## config.mk

```make
export PLATFORM = sky130hd
export DESIGN_NAME = ecc_check_unit
export DESIGN_NICKNAME = d
export VERILOG_FILES = /design/src/rtl/ecc_pkg.sv /design/src/rtl/ecc_chk_gen.sv /design/src/rtl/ecc_syn_dec.sv /design/src/rtl/ecc_err_log.sv /design/src/rtl/ecc_check_unit.sv
export SDC_FILE = /design/constraint.sdc
export NUM_CORES = 1
export LEC_CHECK = 0
export ABC_AREA = 1
export BUFFER_PORTS_ARGS = -buffer_cell sky130_fd_sc_hd__buf_2
export CORE_MARGIN = 1.5
export CORE_UTILIZATION = 40
export DETAILED_ROUTE_END_ITERATION = 12
export GPL_TIMING_DRIVEN = 0
export PLACE_DENSITY_LB_ADDON = 0.12
export SETUP_SLACK_MARGIN = 0.05
export SYNTH_ARGS = -nofsm -noshare
export SYNTH_HDL_FRONTEND = slang
export SYNTH_SLANG_ARGS = --single-unit
```

## constraint.sdc

```tcl
create_clock -name clk -period 11.9 [get_ports clk]
set_clock_uncertainty 0.1 [all_clocks]
set_input_delay 0.595 -clock clk [delete_from_list [all_inputs] [get_ports clk]]
set_output_delay 0.595 -clock clk [all_outputs]
set_load 0.005 [all_outputs]
```

## src/rtl/ecc_pkg.sv

```systemverilog
package ecc_pkg;
   localparam int DW = 64;
   localparam int CW = 8;
   localparam logic [DW-1:0] ROW0_MASK = 64'h4DFF0F00_E2111111;
   localparam logic [CW-1:0] COL0_CODE = 8'hC1;

   typedef logic [DW-1:0][CW-1:0] hcol_t;
   typedef enum logic [1:0] {CLS_NONE, CLS_SBE_DATA, CLS_SBE_CHK, CLS_MBE} ecc_cls_e;

   function automatic bit code_ok(input logic [7:0] v);
      int w;
      w = 0;
      for (int b = 0; b < 8; b++) w += int'(v[b]);
      return (w % 2 == 1) && (w >= 3);
   endfunction

   function automatic hcol_t build_cols();
      hcol_t h;
      int    nxt1;
      int    nxt0;
      int    v;
      bit    want;
      h    = '0;
      nxt1 = 1;
      nxt0 = 1;
      h[0] = COL0_CODE;
      for (int i = 1; i < DW; i++) begin
         want = ROW0_MASK[i];
         v    = want ? nxt1 : nxt0;
         while (v < 256 && !(code_ok(v[7:0]) && (v[0] == want) && (v[7:0] != COL0_CODE))) v++;
         h[i] = v[7:0];
         if (want) nxt1 = v + 1;
         else      nxt0 = v + 1;
      end
      return h;
   endfunction

   function automatic logic [DW-1:0] row_mask(input hcol_t h, input int r);
      logic [DW-1:0] m;
      for (int i = 0; i < DW; i++) m[i] = h[i][r];
      return m;
   endfunction
endpackage

```

## src/rtl/ecc_chk_gen.sv

```systemverilog
module ecc_chk_gen #(
   parameter int DATA_W  = 64,
   parameter int CHK_W   = 8,
   parameter bit ZEXT_EN = 1'b1
) (
   input  logic [DATA_W-1:0] data,
   input  logic              narrow,
   output logic [CHK_W-1:0]  check
);
   localparam int HALF = DATA_W / 2;
   localparam ecc_pkg::hcol_t H = ecc_pkg::build_cols();

   logic [DATA_W-1:0] dext;

   generate
      if (ZEXT_EN) begin : g_zext
         assign dext = narrow ? {{HALF{1'b0}}, data[HALF-1:0]} : data;
      end else begin : g_full
         assign dext = data;
      end
   endgenerate

   for (genvar r = 0; r < CHK_W; r++) begin : g_row
      assign check[r] = ^(dext & ecc_pkg::row_mask(H, r));
   end
endmodule

```

## src/rtl/ecc_syn_dec.sv

```systemverilog
module ecc_syn_dec #(
   parameter int DATA_W = 64,
   parameter int CHK_W  = 8
) (
   input  logic [DATA_W-1:0]   data,
   input  logic [CHK_W-1:0]    check,
   input  logic                corr_en,
   output logic [CHK_W-1:0]    syn,
   output ecc_pkg::ecc_cls_e   cls,
   output logic [DATA_W-1:0]   fixed
);
   localparam ecc_pkg::hcol_t H = ecc_pkg::build_cols();

   logic [CHK_W-1:0]  regen;
   logic [DATA_W-1:0] hit;

   ecc_chk_gen #(.DATA_W(DATA_W), .CHK_W(CHK_W), .ZEXT_EN(1'b0)) u_regen (
      .data   (data),
      .narrow (1'b0),
      .check  (regen)
   );

   assign syn = regen ^ check;

   for (genvar g = 0; g < DATA_W; g++) begin : g_col
      assign hit[g] = (syn == H[g]);
   end

   always_comb begin
      if (syn == '0)                  cls = ecc_pkg::CLS_NONE;
      else if (|hit)                  cls = ecc_pkg::CLS_SBE_DATA;
      else if ($countones(syn) == 1)  cls = ecc_pkg::CLS_SBE_CHK;
      else                            cls = ecc_pkg::CLS_MBE;
   end

   assign fixed = (corr_en && cls == ecc_pkg::CLS_SBE_DATA) ? (data ^ hit) : data;
endmodule

```

## src/rtl/ecc_err_log.sv

```systemverilog
module ecc_err_log #(
   parameter int ADDR_W     = 32,
   parameter int CHK_W      = 8,
   parameter bit HOLD_FIRST = 1'b1
) (
   input  logic              clk,
   input  logic              rst_n,
   input  logic              rpt_en,
   input  logic              ev_valid,
   input  logic              ev_sbe,
   input  logic              ev_mbe,
   input  logic              ev_posted,
   input  logic [ADDR_W-1:0] ev_addr,
   input  logic [CHK_W-1:0]  ev_syn,
   input  logic [2:0]        sts_clr,
   output logic [2:0]        sts,
   output logic              irq,
   output logic [ADDR_W-1:0] log_addr,
   output logic [CHK_W-1:0]  log_syn
);
   logic [2:0] set_v;
   logic       cap_ok;
   logic       cap;

   generate
      if (HOLD_FIRST) begin : g_first
         assign cap_ok = (sts[1:0] == 2'b00);
      end else begin : g_latest
         assign cap_ok = 1'b1;
      end
   endgenerate

   assign set_v[0] = rpt_en && ev_valid && ev_sbe;
   assign set_v[1] = rpt_en && ev_valid && ev_mbe && !ev_posted;
   assign set_v[2] = rpt_en && ev_valid && ev_mbe && ev_posted;
   assign cap      = (set_v[0] || set_v[1]) && cap_ok;

   always_ff @(posedge clk) begin
      if (!rst_n) begin
         sts      <= '0;
         log_addr <= '0;
         log_syn  <= '0;
      end else begin
         sts <= (sts & ~sts_clr) | set_v;
         if (cap) begin
            log_addr <= ev_addr;
            log_syn  <= ev_syn;
         end
      end
   end

   assign irq = |sts;

   AST_STICKY_SBE: assert property (@(posedge clk) disable iff (!rst_n)
      (sts[0] && !sts_clr[0]) |=> sts[0]);
   AST_IRQ_NEEDS_RPT: assert property (@(posedge clk) disable iff (!rst_n)
      $rose(irq) |-> $past(rpt_en));
   AST_FALL_BY_CLR: assert property (@(posedge clk) disable iff (!rst_n)
      $fell(sts[1]) |-> $past(sts_clr[1]));
   AST_QUIET_NO_RPT: assert property (@(posedge clk) disable iff (!rst_n)
      (!rpt_en && sts_clr == 3'b000) |=> ($stable(sts) && $stable(log_addr) && $stable(log_syn)));
endmodule

```

## src/rtl/ecc_check_unit.sv

```systemverilog
module ecc_check_unit #(
   parameter int DATA_W     = 64,
   parameter int CHK_W      = 8,
   parameter int ADDR_W     = 32,
   parameter bit ZEXT_EN    = 1'b1,
   parameter bit HOLD_FIRST = 1'b1
) (
   input  logic              clk,
   input  logic              rst_n,
   input  logic              corr_en,
   input  logic              rpt_en,
   input  logic [DATA_W-1:0] wr_data,
   input  logic              wr_narrow,
   output logic [CHK_W-1:0]  wr_check,
   input  logic              rd_valid,
   input  logic              rd_posted,
   input  logic [ADDR_W-1:0] rd_addr,
   input  logic [DATA_W-1:0] rd_data,
   input  logic [CHK_W-1:0]  rd_check,
   output logic              out_valid,
   output logic [DATA_W-1:0] out_data,
   output logic              out_abort,
   output logic              out_sbe,
   output logic              out_mbe,
   input  logic [2:0]        sts_clr,
   output logic [2:0]        sts,
   output logic              irq,
   output logic [ADDR_W-1:0] log_addr,
   output logic [CHK_W-1:0]  log_syn
);
   generate
      if (DATA_W != ecc_pkg::DW || CHK_W != ecc_pkg::CW) begin : g_bad_cfg
         $error("ecc_check_unit: matrix is fixed at 64 data and 8 check bits");
      end
      if (ADDR_W < 1) begin : g_bad_addr
         $error("ecc_check_unit: ADDR_W must be positive");
      end
   endgenerate

   logic [CHK_W-1:0]   syn;
   ecc_pkg::ecc_cls_e  cls;
   logic [DATA_W-1:0]  fixed;
   logic               is_sbe;
   logic               is_mbe;
   logic               do_abort;

   ecc_chk_gen #(.DATA_W(DATA_W), .CHK_W(CHK_W), .ZEXT_EN(ZEXT_EN)) u_wgen (
      .data   (wr_data),
      .narrow (wr_narrow),
      .check  (wr_check)
   );

   ecc_syn_dec #(.DATA_W(DATA_W), .CHK_W(CHK_W)) u_dec (
      .data    (rd_data),
      .check   (rd_check),
      .corr_en (corr_en),
      .syn     (syn),
      .cls     (cls),
      .fixed   (fixed)
   );

   assign is_sbe   = (cls == ecc_pkg::CLS_SBE_DATA) || (cls == ecc_pkg::CLS_SBE_CHK);
   assign is_mbe   = (cls == ecc_pkg::CLS_MBE);
   assign do_abort = is_mbe && !rd_posted;

   always_ff @(posedge clk) begin
      if (!rst_n) begin
         out_valid <= 1'b0;
         out_data  <= '0;
         out_abort <= 1'b0;
         out_sbe   <= 1'b0;
         out_mbe   <= 1'b0;
      end else begin
         out_valid <= rd_valid;
         out_abort <= rd_valid && do_abort;
         out_sbe   <= rd_valid && is_sbe;
         out_mbe   <= rd_valid && is_mbe;
         if (rd_valid) out_data <= do_abort ? '0 : fixed;
      end
   end

   ecc_err_log #(.ADDR_W(ADDR_W), .CHK_W(CHK_W), .HOLD_FIRST(HOLD_FIRST)) u_log (
      .clk       (clk),
      .rst_n     (rst_n),
      .rpt_en    (rpt_en),
      .ev_valid  (rd_valid),
      .ev_sbe    (is_sbe),
      .ev_mbe    (is_mbe),
      .ev_posted (rd_posted),
      .ev_addr   (rd_addr),
      .ev_syn    (syn),
      .sts_clr   (sts_clr),
      .sts       (sts),
      .irq       (irq),
      .log_addr  (log_addr),
      .log_syn   (log_syn)
   );

   AST_ONE_CYCLE: assert property (@(posedge clk) disable iff (!rst_n)
      out_valid == $past(rd_valid));
   AST_ABORT_NEEDS_MBE: assert property (@(posedge clk) disable iff (!rst_n)
      out_abort |-> (out_mbe && out_data == '0));
   AST_POSTED_NO_ABORT: assert property (@(posedge clk) disable iff (!rst_n)
      (out_valid && $past(rd_posted)) |-> !out_abort);
   AST_CLEAN_PASS: assert property (@(posedge clk) disable iff (!rst_n)
      (out_valid && !out_sbe && !out_mbe) |-> (out_data == $past(rd_data)));
   AST_NO_CORR_RAW: assert property (@(posedge clk) disable iff (!rst_n)
      ($past(rd_valid && !corr_en) && !out_mbe) |-> (out_data == $past(rd_data)));
endmodule

```

# Yosys cells after proc, flatten, opt, wreduce, memory -nomap -nowiden
# Cells that the tools add are included.
[totals] reg_bits=111 inputBits=178 output_inout_bits=120 wordCells=128
[classes] add_sub_neg=7 n_eq_ne=68 mux=6 n_bitwise=5 reduce_logical=34
[ops] cell="$reduce_xor A64 Y1" n=16
[ops] cell="$eq A8 B7 Y1 const B" n=25
[ops] cell="$mux W64" n=3
[ops] cell="$eq A8 B6 Y1 const B" n=15
[ops] cell="$eq A8 B8 Y1 const B" n=13
[ops] cell="$add A32 B32 Y32" n=3
[ops] cell="$reduce_or A64 Y1" n=1
[ops] cell="$xor A64 B64 Y64" n=1
[ops] cell="$eq A8 B5 Y1 const B" n=7
[ops] cell="$eq A32 B2 Y1 const B" n=1
[ops] cell="$eq A8 B4 Y1 const B" n=3
[ops] cell="$logic_and A1 B1 Y1" n=11
[ops] cell="$add A1 B1 Y2" n=4
[ops] cell="$eq A8 B3 Y1 const B" n=1
[ops] cell="$logic_not A8 Y1" n=1
[ops] cell="$xor A8 B8 Y8" n=1
[ops] cell="$eq A2 B2 Y1 const B" n=2
[ops] cell="$mux W2" n=2
[ops] cell="$and A3 B3 Y3" n=1
[ops] cell="$not A3 Y3" n=1
[ops] cell="$or A3 B3 Y3" n=1
[ops] cell="$reduce_or A3 Y1" n=1
[ops] cell="$eq A2 B1 Y1 const B" n=1
[ops] cell="$logic_not A2 Y1" n=1
[ops] cell="other kinds (3)" n=4

# Longest topological paths before layout
# Gate-level depths: netlist of the first run.
[depth] depth_word=14 ltp_mapped=37 depth_no_buf=36

# Cells and area by module
# A second synthesis of the first run with hierarchy kept.
[hier_totals] cells_unflattened=2371 area_unflattened_um2=13753.2
[modules_own_cells] module="ecc_check_unit" instances=1 cells_per_inst=297 area_per_inst_um2=3153.0 seq_area_each_um2=1361.3
[modules_own_cells] module="ecc_chk_gen at u_dec.u_regen" instances=1 cells_per_inst=652 area_per_inst_um2=2952.8 seq_area_each_um2=0.0
[modules_own_cells] module="ecc_syn_dec" instances=1 cells_per_inst=545 area_per_inst_um2=2895.3 seq_area_each_um2=0.0
[modules_own_cells] module="ecc_chk_gen at u_wgen" instances=1 cells_per_inst=596 area_per_inst_um2=2840.2 seq_area_each_um2=0.0
[modules_own_cells] module="ecc_err_log" instances=1 cells_per_inst=281 area_per_inst_um2=1911.8 seq_area_each_um2=860.8

# Least setup slack after synthesis of the first run
# Ideal clock, no wire load.
[synth_path] path_kind="input to register" from="input rd_data[3]" to="register u_log.log_syn[6]" setup_time_ns=0.132 t_arrival_ns=5.666 required_time_ns=11.668 path_slack_ns=6.002 stages=23 path_buffers=3 path_cell_list="clkbuf_2 > xnor2_1 > xor2_1 > xor2_1 > xor2_1 > xor2_1 > xor2_1 > inv_1 > ha_1 > fa_1 > fa_1 > ha_1 > fa_1 > nor4_1 > a21oi_1 > ha_1 > or2_2 > nand2_1 > nand2_1 > inv_1 > clkbuf_1 > buf_1 > a21oi_1"
[synth_between] elab_chain_cells=14 elab_cells_between_ends=89 cone_classes="add/sub: 6; eq/ne: 68; mux: 3; bitwise: 1; reduce/logical: 11"
[synth_rtl] item="start, declared" line_no="ecc_check_unit.sv:18" rtl="input logic [DATA_W-1:0] rd_data,"
[synth_rtl] item="$reduce_xor A64 Y1 *" line_no="ecc_chk_gen.sv:24" rtl="assign check[r] = ^(dext & ecc_pkg::row_mask(H, r));"
[synth_rtl] item="$xor A8 B8 Y8 *" line_no="ecc_syn_dec.sv:23" rtl="assign syn = regen ^ check;"
[synth_rtl] item="named net syn[1]" line_no="ecc_check_unit.sv:40" rtl="logic [CHK_W-1:0] syn;"
[synth_rtl] item="$add A1 B1 Y2 (not written as such)" line_no="ecc_syn_dec.sv:32" rtl="else if ($countones(syn) == 1) cls = ecc_pkg::CLS_SBE_CHK;"
[synth_rtl] item="$add A32 B32 Y32 (not written as such) (2 in series)" line_no="ecc_syn_dec.sv:32"
[synth_rtl] item="$eq A32 B2 Y1" line_no="ecc_syn_dec.sv:32"
[synth_rtl] item="$mux W1" line_no="ecc_syn_dec.sv:32"
[synth_rtl] item="$mux W2" line_no="ecc_syn_dec.sv:31" rtl="else if (|hit) cls = ecc_pkg::CLS_SBE_DATA;"
[synth_rtl] item="$mux W2 *" line_no="ecc_syn_dec.sv:30" rtl="if (syn == '0) cls = ecc_pkg::CLS_NONE;"
[synth_rtl] item="$eq A2 B1 Y1 (tied with other cells)" line_no="ecc_check_unit.sv:62" rtl="assign is_sbe = (cls == ecc_pkg::CLS_SBE_DATA) || (cls == ecc_pkg::CLS_SBE_CHK);"
[synth_rtl] item="$logic_or A1 B1 Y1 or $logic_and A1 B1 Y1 (tied branches)" line_no="ecc_check_unit.sv:62, ecc_err_log.sv:34"
[synth_rtl] item="$logic_and A1 B1 Y1 (on tied branches)" line_no="ecc_err_log.sv:33, ecc_err_log.sv:34"
[synth_rtl] item="$logic_or A1 B1 Y1 *" line_no="ecc_err_log.sv:36" rtl="assign cap = (set_v[0] || set_v[1]) && cap_ok;"
[synth_rtl] item="$logic_and A1 B1 Y1 *" line_no="ecc_err_log.sv:36"
[synth_rtl] item="end signal, assigned" line_no="ecc_err_log.sv:47" rtl="log_syn <= ev_syn;"
[synth_rtl] item="end, declared" line_no="ecc_err_log.sv:19" rtl="output logic [CHK_W-1:0] log_syn"
# The timed path passes the listed nets; every way through them passes the cells marked *.
# A chain may end at the register's enable or synchronous reset.

# Final worst setup path of the first run
[layout_path] from="input rd_data[3]" to="register out_data[40]"
[layout_between] elab_chain_cells=13 elab_cells_between_ends=87 cone_classes="add/sub: 6; eq/ne: 67; mux: 5; bitwise: 2; reduce/logical: 7"
[layout_rtl] item="$reduce_xor A64 Y1 *" line_no="ecc_chk_gen.sv:24"
[layout_rtl] item="$xor A8 B8 Y8 *" line_no="ecc_syn_dec.sv:23"
[layout_rtl] item="named net syn[1]" line_no="ecc_check_unit.sv:40"
[layout_rtl] item="$add A1 B1 Y2 (not written as such)" line_no="ecc_syn_dec.sv:32"
[layout_rtl] item="$add A32 B32 Y32 (not written as such) (2 in series)" line_no="ecc_syn_dec.sv:32"
[layout_rtl] item="$eq A32 B2 Y1" line_no="ecc_syn_dec.sv:32"
[layout_rtl] item="$mux W1" line_no="ecc_syn_dec.sv:32"
[layout_rtl] item="$mux W2" line_no="ecc_syn_dec.sv:31"
[layout_rtl] item="$mux W2" line_no="ecc_syn_dec.sv:30"
[layout_rtl] item="$eq A2 B1 Y1" line_no="ecc_syn_dec.sv:36" rtl="assign fixed = (corr_en && cls == ecc_pkg::CLS_SBE_DATA) ? (data ^ hit) : data;"
[layout_rtl] item="$logic_and A1 B1 Y1" line_no="ecc_syn_dec.sv:36"
[layout_rtl] item="$mux W64" line_no="ecc_syn_dec.sv:36"
[layout_rtl] item="$mux W64 *" line_no="ecc_check_unit.sv:78" rtl="if (rd_valid) out_data <= do_abort ? '0 : fixed;"
[layout_rtl] item="end signal, assigned" line_no="ecc_check_unit.sv:78"
[layout_rtl] item="end, declared" line_no="ecc_check_unit.sv:21" rtl="output logic [DATA_W-1:0] out_data,"
# Marked as above.

==> results of run 1 <==
-- worst max path at each step --
| stage | from | to | slack, ps | depth (start not counted) |
|---|---|---|---|---|
| floorplan | rd_data[3] | u_log.log_syn[6] | 6000 | 23 |
| CTS | rd_data[3] | out_data[40] | 5080 | 22 |
| global placement | rd_data[55] | out_data[40] | 4720 | 21 |
| finish | rd_data[3] | out_data[40] | 5120 | 22 |
| detailed placement | rd_data[3] | out_data[40] | 4700 | 22 |
| global route | rd_data[6] | out_data[11] | 4730 | 25 |
-- cells by family (layout without fill, tap and decap cells) --
group                      after synthesis  count (layout)  synth area share, %
and+or+nand+nor                        664             664                 28.8
xor gates and xnor gates               328             328                 30.2
buffers and inverters                  174             478                 7.14
AOI/OAI and AO/OA                      137             137                 7.46
DFF                                    111             111                 23.1
adders and majority gates               23              23                 3.30
-- layer usage --
metal,vias to the layer above,wire (um),GRT usage [%]
li1,5006,-,-
met1,4303,13500,29.7
met2,304,14300,41.4
met3,32,2090,4.08
met4,0,577,6.50
met5,-,0,0
-- power breakdown --
group / total (uW) / switching, uW / internal, uW
Clock: 330 / 175 / 155
Combinational: 2490 / 1630 / 863
Sequential: 509 / 32.8 / 477
Total: 3330 / 1840 / 1490
-- area by class of cell --
cell class / instances / share of cell area, %
Multi-Input combinational cell: 1152 / 57.0
Sequential cell: 111 / 18.9
Timing Repair Buffer: 288 / 12.2
Inverter: 128 / 4.08
Tap cell: 319 / 3.39
Clock buffer: 9 / 1.91
Buffer: 46 / 1.76
Clock inverter: 7 / 0.754
-- flip-flops by register name, indices dropped and copies added, names as in the netlist --
register / flops
out_data: 64
u_log.log_addr: 32
u_log.log_syn: 8
u_log.sts: 3
out_abort: 1
out_mbe: 1
out_sbe: 1
out_valid: 1
-- worst register-to-register path: cells and delay by family, from the launching register on --
family          cells  cell delay, ps
flops               1             330
buf+inv             3             870
simple gates        2             320
compound gates      1             120
-- placed cells by master (no fill, tap or decap), drive strengths merged, types with 48 or more instances in the layout --
cell type | netlist | routed
nand2 | 477 | 477
dfxtp | 111 | 111
a21oi | 80 | 80
o21ai | 48 | 48
xor2 | 178 | 178
xnor2 | 150 | 150
nor2 | 121 | 121
nand3 | 50 | 50
inv | 128 | 134
buf | 20 | 308
-- stage by stage --
stage	utilization, %	instance area (um^2)	setup slack [ps]
finish	50.1	11800	5120
global route	50.1	11800	4730
CTS	50.1	11800	5080
detailed placement	48.7	11500	4700
global placement	48.7	11500	4720
floorplan	-	9630	6000
==> flow_summary.ini, run 1 <==
[run_status]
outcome = finished clean

[route]
drtPass1Iterations = 5
avgRoutedWirePerCell_um = 14.8
vias_per_cell = 4.68
drt.antenna.violating_nets = 0
totalWireLength_um = 30500
detail_route.iter0.violations = 481
drc = 0
vias = 9645

[synthesis]
post_synth_instance_area_um2 = 9630
cell_taking_the_most_area_after_synthesis = dfxtp_1
synth-seq-area-share_pct = 23.1
syn_inst = 1437
postSynthRegisterBits = 111
post_synthesis_net_count = 1638
syn-mean-instance-area_um2 = 6.70
proportion_of_register_bits_with_asynchronous_set_or_reset_after_synthesis_pct = 0
yosys_warnings = 0
synth_commonest_cells = nand2_1 (459), xor2_1 (177), xnor2_1 (146)
ys_dominant_reg_cell = dfxtp_1
ys_top_cells_by_area = dfxtp_1 (23%), nand2_1 (18%), xor2_1 (16%), xnor2_1 (13%), nor2_1 (4.2%)
synth_most_common_cell = nand2_1
synth-edff-count = 0
yosys.area.top_type_share_pct = 23.1
ys_types = 39

[placement]
hpwlAfterDp_um = 25200
numPlacedInstances = 2044
port_buffers = 288
finalWeightedCongestion = 0.965

[hold_path]
hold_path_stages = 2
hold_class = input port to register
timing.hold.worst_endpoint = out_abort
holdCritStartpoint = rd_posted

[setup_path]
endpoint_kind = register
worst_flop_to_flop_path_endpoint = u_log.log_syn[6]
crit_path_kind = input port to register
worstSetupStartpointType = input port
worst_ep_arrival_time_ps = 6970
critPathMaxFanout = 10
ff2ff_path_depth = 6
crit_buf_inv = 4
crit_chain = clkbuf_2, xnor2_1, xor2_1, xor2_1, xor2_1, xor2_1, xor2_1, inv_1, ha_1, fa_1, fa_1, ha_1, fa_1, nor4_1, a21oi_1, ha_1, inv_1, nor2_1, nor2_1, buf_2, nand3b_1, a21oi_1
r2r_slack_ps = 10020
critical_path_s_top_delay_family = adder cells
critPathMaxStageDelay_ps = 960
critPathRequiredTime_ps = 12100
slowest_cell_on_the_critical_path = nor2_1
r2r_start = u_log.sts[1]
worst_path_most_repeated_cell = xor2_1

[timing]
slew_headroom_pct = 13.9
worst-slew-pin-transition_ps = 1290
totalNegativeSetupSlack_ps = 0
min_period_ps = 6780
setup_viol = 0
setup_repair_after_global_routing_missed_its_margin = false
clock.fmax_ghz = 0.148
finalCritPeriodShare_pct = 57.0
timing.final.hold_violations = 0
maxSlewViolCount = 0
finalHoldWorstSlack_ps = 328

[clock_network]
clock_sinks = 111
path_clk_slew_ps = 90
cts_tree = yes
cts_inserted_buffers = 9
postCtsSetupBuffers = 0
clock_latency_at_the_later_pin_of_the_worst_skew_pair_ps = 360
ctsRootBufferMaster = clkbuf_16
cts-htree-levels = 3
post_cts_resized = 0
ctsLongestPathBuffers = 2
hold_buffers = 0

[power_and_ir_drop]
cellPowerDensity_nw_per_um2 = 283
irDropWorstVdd_mv = 0.195
power.total_uw = 3330
power.leakage_uw = 0.00590

[grt]
wire_length_of_the_first_global_routing_pass_um = 45600
grt_antenna_before_repair = 0
track_usage_pct = 23.7
overflow = 0
first_global_vias = 8826
grt_start_max_net_pins = 24

[final_layout]
num-nets-final = 1937
area_grow_syn2layout_pct = 22.4
insertedDiodeCount = 0
fill_cells = 2485
area.sequential_um2 = 2220
final_layout_size_suffix_gt1_share_pct = 22.3
multi_input_area_um2 = 6720
stdcell_count = 2060

[floorplanning]
fp-row-count = 56
core_region_area_um2 = 23500
dieWidth_um = 158
floorplan.die_area_um2 = 25000
ioPinCount = 298
fp.dieH_um = 158
initial_core_utilization_pct = 40.9

[job]
max_cap_violations = 0
(Power assumes the default switching activity.)
==> run 2: changes to the inputs <==
Clock period 11.9 ns to 6.8 ns, I/O delays scaled along.
==> flow_summary.ini, run 2 (synthesized netlist as in run 1, its figures left out) <==
[run_status]
outcome = finished clean

[clock_network]
cts_inserted_buffers = 9
postCtsSetupBuffers = 0
clock_latency_at_the_later_pin_of_the_worst_skew_pair_ps = 360
ctsRootBufferMaster = clkbuf_16
cts_tree = yes
ctsLongestPathBuffers = 2
path_clk_slew_ps = 90
cts-htree-levels = 3
clock_sinks = 111

[setup_path]
critPathMaxFanout = 10
crit_path_kind = input port to register
worst_ep_arrival_time_ps = 6390
endpoint_kind = register
critPathRequiredTime_ps = 6930
worstSetupStartpointType = input port

[final_layout]
num-nets-final = 1937
top_regs = out_data x64, u_log.log_addr x32, u_log.log_syn x8
final_layout_size_suffix_gt1_share_pct = 22.5
insertedDiodeCount = 0
commonest_cells_after_routing_fill_and_taps_aside = nand2_1 (459), buf_2 (300), xor2_1 (176)
regMostFlops = out_data
most_frequent_standard_cell_in_the_layout_excluding_fill_and_tap_cells = nand2_1
fill_cells = 2480
share_of_the_core_filled_with_cells_in_the_final_layout_pct = 50.1
area_grow_syn2layout_pct = 22.5
number_of_flip_flops_under_the_largest_register_name = 64

[timing]
setup_repair_after_global_routing_missed_its_margin = false
min_period_ps = 6260
slew_headroom_pct = 37.0
worst-slew-pin-transition_ps = 942
totalNegativeSetupSlack_ps = 0
postLayoutSetupSlackWorst_ps = 545
setup_viol = 0
maxSlewViolCount = 0
finalCritPeriodShare_pct = 92.0
clock.fmax_ghz = 0.160
timing.final.hold_violations = 0

[hold_path]
hold_class = input port to register

[route]
totalWireLength_um = 30500
avgRoutedWirePerCell_um = 14.8
vias = 9637
detail_route.iter0.violations = 463
drtPass1Iterations = 5
drt.antenna.violating_nets = 0
drc = 0
vias_per_cell = 4.68

[job]
max_cap_violations = 0

[grt]
grt_antenna_before_repair = 0
overflow = 0
wire_length_of_the_first_global_routing_pass_um = 45600
track_usage_pct = 23.7
first_global_vias = 8826
grt_start_max_net_pins = 24

[floorplanning]
fp-row-count = 56
fp.dieH_um = 158
core_region_area_um2 = 23500
floorplan.die_area_um2 = 25000
initial_core_utilization_pct = 40.9
dieWidth_um = 158
ioPinCount = 298

[placement]
finalWeightedCongestion = 0.965
port_buffers = 288
hpwlAfterDp_um = 25200
pre_cts_ws_ps = -148

[power_and_ir_drop]
irDropWorstVdd_mv = 0.346
cellPowerDensity_nw_per_um2 = 496
power.leakage_uw = 0.00590
[run 2: cell counts in the layout (fill, tap and decap cells not counted)]
Identical to the previous run, type by type.
[run 2: final timing paths]
path           startpoint               end  depth (start not counted)  slack [ps]
max           rd_data[55]  u_log.log_syn[6]                         22         540
min reg2reg  out_data[39]      out_data[39]                          2         360
max reg2reg  u_log.sts[1]  u_log.log_syn[6]                          6        4920
min             rd_posted         out_abort                          2          70
[run 2: routing by layer]
layer | global-route usage, % | share of wire [%] | vias up
li1 | - | - | 5001
met1 | 29.7 | 44 | 4299
met2 | 41.4 | 47 | 304
met3 | 4.08 | 6.7 | 33
met4 | 6.50 | 1.9 | 0
met5 | 0 | 0 | -
[run 2: through the flow]
stage	cell area, um^2	std cells	hold slack [ps]	total power, uW
2_1_floorplan	9630	1437	319	3980
3_3_place_gp	11500	2044	352	5240
3_5_place_dp	11500	2044	353	5290
4_1_cts	11800	2060	53.2	5900
5_1_grt	11800	2060	47.8	6450
6_report	11800	2060	72.4	5850
[run 2: power by group]
group / switching (uW) / leakage (uW) / internal, uW
clock network: 306 / 0.000154 / 271
logic: 2870 / 0.00484 / 1510
registers: 57.3 / 0.000909 / 834
total: 3230 / 0.00590 / 2620
[run 2: what timing repair did]
item | 4_1_cts | 5_1_grt
hold buffers | 0 | 0
gates resized for setup | 0 | 3
setup endpoints to repair | 0 | 61
[run 2: worst max-delay path, cell delays in order]
cell      delay (ps)
buf_2            130
xnor2_1          330
xor2_1           210
xor2_1           290
xnor2_1          180
xor2_1           220
xor2_1           360
ha_1             450
fa_1             500
fa_1             470
ha_1             220
fa_1             360
nor4_1           300
a21oi_1          150
ha_1             350
or2_2            320
nand2_1           60
nand2_1          150
inv_1            130
clkbuf_1         300
buf_1            430
a21oi_1          120
[run 2: cell type report]
cell class	instances	area [um^2]	share of cell area, %
timing repair buffer	288	1440	12.2
sequential	111	2220	18.8
buffer	46	208	1.76
clock buffer	9	225	1.91
multi-input combinational	1152	6730	57.1
tap	319	399	3.38
clock inverter	7	88.8	0.753
inverter	128	480	4.07
==> run 3: changes to the inputs <==
Settings changed: ABC_AREA 1 to unset.
==> flow_summary.ini, run 3 <==
[setup_path]
worst_flop_to_flop_path_endpoint = u_log.log_syn[5]
ff2ff_path_depth = 5
worstSetupStartpointType = input port
r2r_slack_ps = 5150
worstSetupEndpoint = out_data[29]
crit_path_kind = input port to register
critPathMaxFanout = 10
crit_start = rd_data[14]
r2r_start = u_log.sts[0]
critPathRequiredTime_ps = 6970
endpoint_kind = register
worst_ep_arrival_time_ps = 6620

[synthesis]
cell_taking_the_most_area_after_synthesis = dfxtp_1
synth_most_common_cell = xnor2_1
ys_top_cells_by_area = dfxtp_1 (26%), xnor2_1 (24%), xor2_1 (9.2%), nand2_1 (5.9%), a21boi_0 (3.4%)
synth_simple_gate_area_share_pct = 15.6
post_synthesis_net_count = 1211
post_synth_adder_cell_area_pct = 3.73
proportion_of_register_bits_with_asynchronous_set_or_reset_after_synthesis_pct = 0
post_synth_instance_area_um2 = 8510
synth-edff-count = 0
post_synth_mux_area_share_pct = 0.118
synth_commonest_cells = xnor2_1 (233), nand2_1 (134), dfxtp_1 (111)
ys_types = 47
postSynthRegisterBits = 111
syn_inst = 1010
ys_dominant_reg_cell = dfxtp_1
synth-seq-area-share_pct = 26.1
synth-xor-area-share_pct = 38.2
syn-mean-instance-area_um2 = 8.43
synth_compound_gate_area_share_pct = 11.8
yosys_warnings = 0
synth_top_family_by_area = XOR/XNOR gates
yosys.area.top_type_share_pct = 26.1

[clock_network]
postCtsSetupBuffers = 0
path_clk_slew_ps = 90
cts_inserted_buffers = 9
clock_latency_at_the_later_pin_of_the_worst_skew_pair_ps = 360
ctsLongestPathBuffers = 2
cts-htree-levels = 3
ctsRootBufferMaster = clkbuf_16
clock_sinks = 111
cts_tree = yes

[final_layout]
stdcell_area_um2 = 10700
area_grow_syn2layout_pct = 25.7
share_of_the_core_filled_with_cells_in_the_final_layout_pct = 51.1
stdcell_count = 1597
insertedDiodeCount = 0
regMostFlops = out_data
top_regs = out_data x64, u_log.log_addr x32, u_log.log_syn x8
final_layout_size_suffix_gt1_share_pct = 25.8
num-nets-final = 1518
number_of_flip_flops_under_the_largest_register_name = 64
commonest_cells_after_routing_fill_and_taps_aside = buf_2 (297), xnor2_1 (229), nand2_1 (134)
fill_cells = 2129
most_frequent_standard_cell_in_the_layout_excluding_fill_and_tap_cells = buf_2

[floorplanning]
initial_core_utilization_pct = 40.6
floorplan.die_area_um2 = 22200
fp-row-count = 53
core_region_area_um2 = 21000
fp.dieH_um = 149
dieWidth_um = 149
ioPinCount = 298

[job]
max_cap_violations = 0

[route]
avgRoutedWirePerCell_um = 16.7
drtPass1Iterations = 5
vias_per_cell = 4.86
drc = 0
totalWireLength_um = 26700
vias = 7765
detail_route.iter0.violations = 414
drt.antenna.violating_nets = 0

[grt]
grt_antenna_before_repair = 0
grt.met3_usage_pct = 4.77
overflow = 0
wire_length_of_the_first_global_routing_pass_um = 40800
grt_start_max_net_pins = 22
busiest_layer = met2
first_global_vias = 7569
use_met2_pct = 40.5
track_usage_pct = 24.0
groute.layer.met1.usage_pct = 30.3

[timing]
timing.final.hold_violations = 0
setup_repair_after_global_routing_missed_its_margin = false
slew_headroom_pct = 56.8
setup_viol = 0
finalCritPeriodShare_pct = 94.9
worst-slew-pin-transition_ps = 648
maxSlewViolCount = 0
min_period_ps = 6460
clock.fmax_ghz = 0.155

[hold_path]
holdCritStartpoint = rd_addr[16]
hold_class = input port to register
hold_path_stages = 3

[placement]
hpwlAfterDp_um = 21900
numPlacedInstances = 1581
finalWeightedCongestion = 0.878
dpl-instance-area_um2 = 10300
port_buffers = 295

[power_and_ir_drop]
switching_power_uw = 3620
pwr-share-seq_pct = 12.8
irDropWorstVdd_mv = 0.634
internal_power_uw = 3060
switching_fraction_pct = 54.2
power.share.clock_pct = 8.2
power.leakage_uw = 0.00451
gate_power_share_pct = 79.0
cellPowerDensity_nw_per_um2 = 624

[run_status]
outcome = finished clean
==> run 3: changes by cell type in the layout (fill, tap and decap cells not counted), moves of 15 or more <==
| cell | change |
|---|---|
| nand2_1 | -325 |
| xor2_1 | -87 |
| xnor2_1 | +83 |
| a21oi_1 | -74 |
| nor2_1 | -58 |
| inv_1 | -49 |
| and2_1 | +41 |
| o22ai_1 | +40 |
| a21boi_0 | +39 |
| inv_2 | -26 |
| o21ai_0 | -25 |
| nand3_1 | -22 |
| nand2_2 | -15 |
==> run 3: how the worst min path moves through the flow <==
stage                                    end  slack [ps]
after floorplan                 out_data[18]         340
after global placement          out_data[16]         330
after detailed placement         out_data[9]         340
after CTS                 u_log.log_addr[16]         110
after global routing      u_log.log_addr[22]         120
final                     u_log.log_addr[16]         110
==> run 3: area by class of cell <==
cell class                      count  area [um^2]  area share (%)
Inverter                           53          199            1.86
Sequential cell                   111         2220            20.8
Tap cell                          275          344            3.22
Timing Repair Buffer              296         1480            13.8
Buffer                             48          190            1.78
Clock inverter                      7         77.6           0.725
Multi-Input combinational cell    798         5960            55.7
Clock buffer                        9          225            2.10
==> run 3: per-stage QoR <==
stage / TNS, ps / worst slack (ps) / total power, uW / hold WS, ps
detailed placement: -19940 / -643 / 6000 / 340
finish: 0 / 344 / 6680 / 112
floorplan: 0 / 440 / 4410 / 344
global route: 0 / 52.9 / 7330 / 116
global placement: -44050 / -1170 / 5930 / 334
CTS: 0 / 61.1 / 6640 / 106
==> run 3: power groups by stage <==
stage	combinational (uW)	clock, uW	sequential [uW]
floorplan	3530	0	880
global placement	5060	0	867
detailed placement	5130	0	871
CTS	5220	564	857
global route	5880	585	869
finish	5280	548	856
==> run 3: kinds of logic after synthesis <==
kind of cell,count (synthesis)
xor gates and xnor gates,341
and+or+nand+nor,283
AOI/OAI and AO/OA,150
DFF,111
buffers and inverters,101
adders and majority gates,23
muxes,1
==> run 3: critical path, stage by stage <==
cell	delay [ps]
buf_2	140
xnor3_1	440
xnor2_2	250
xnor3_1	490
xnor3_2	620
inv_1	80
ha_1	280
inv_1	60
fa_1	410
fa_1	440
ha_1	220
fa_1	420
or4b_2	630
o21ba_2	230
ha_1	200
and2_1	220
clkbuf_1	270
and3_1	280
nand2_1	100
xor2_1	260
o22ai_1	90
and2_1	160
==> run 3: per-layer routing <==
layer | routed length, um | part of all wire (%)
met5 | 0 | 0
met2 | 12600 | 47
met3 | 1970 | 7.4
met1 | 11300 | 43
met4 | 758 | 2.8
==> run 3: timing repair <==
item / CTS / global route
resized for setup: 5 / 11
pin swaps: 0 / 1
hold buffers: 0 / 0
endpoints found under the setup margin: 38 / 40
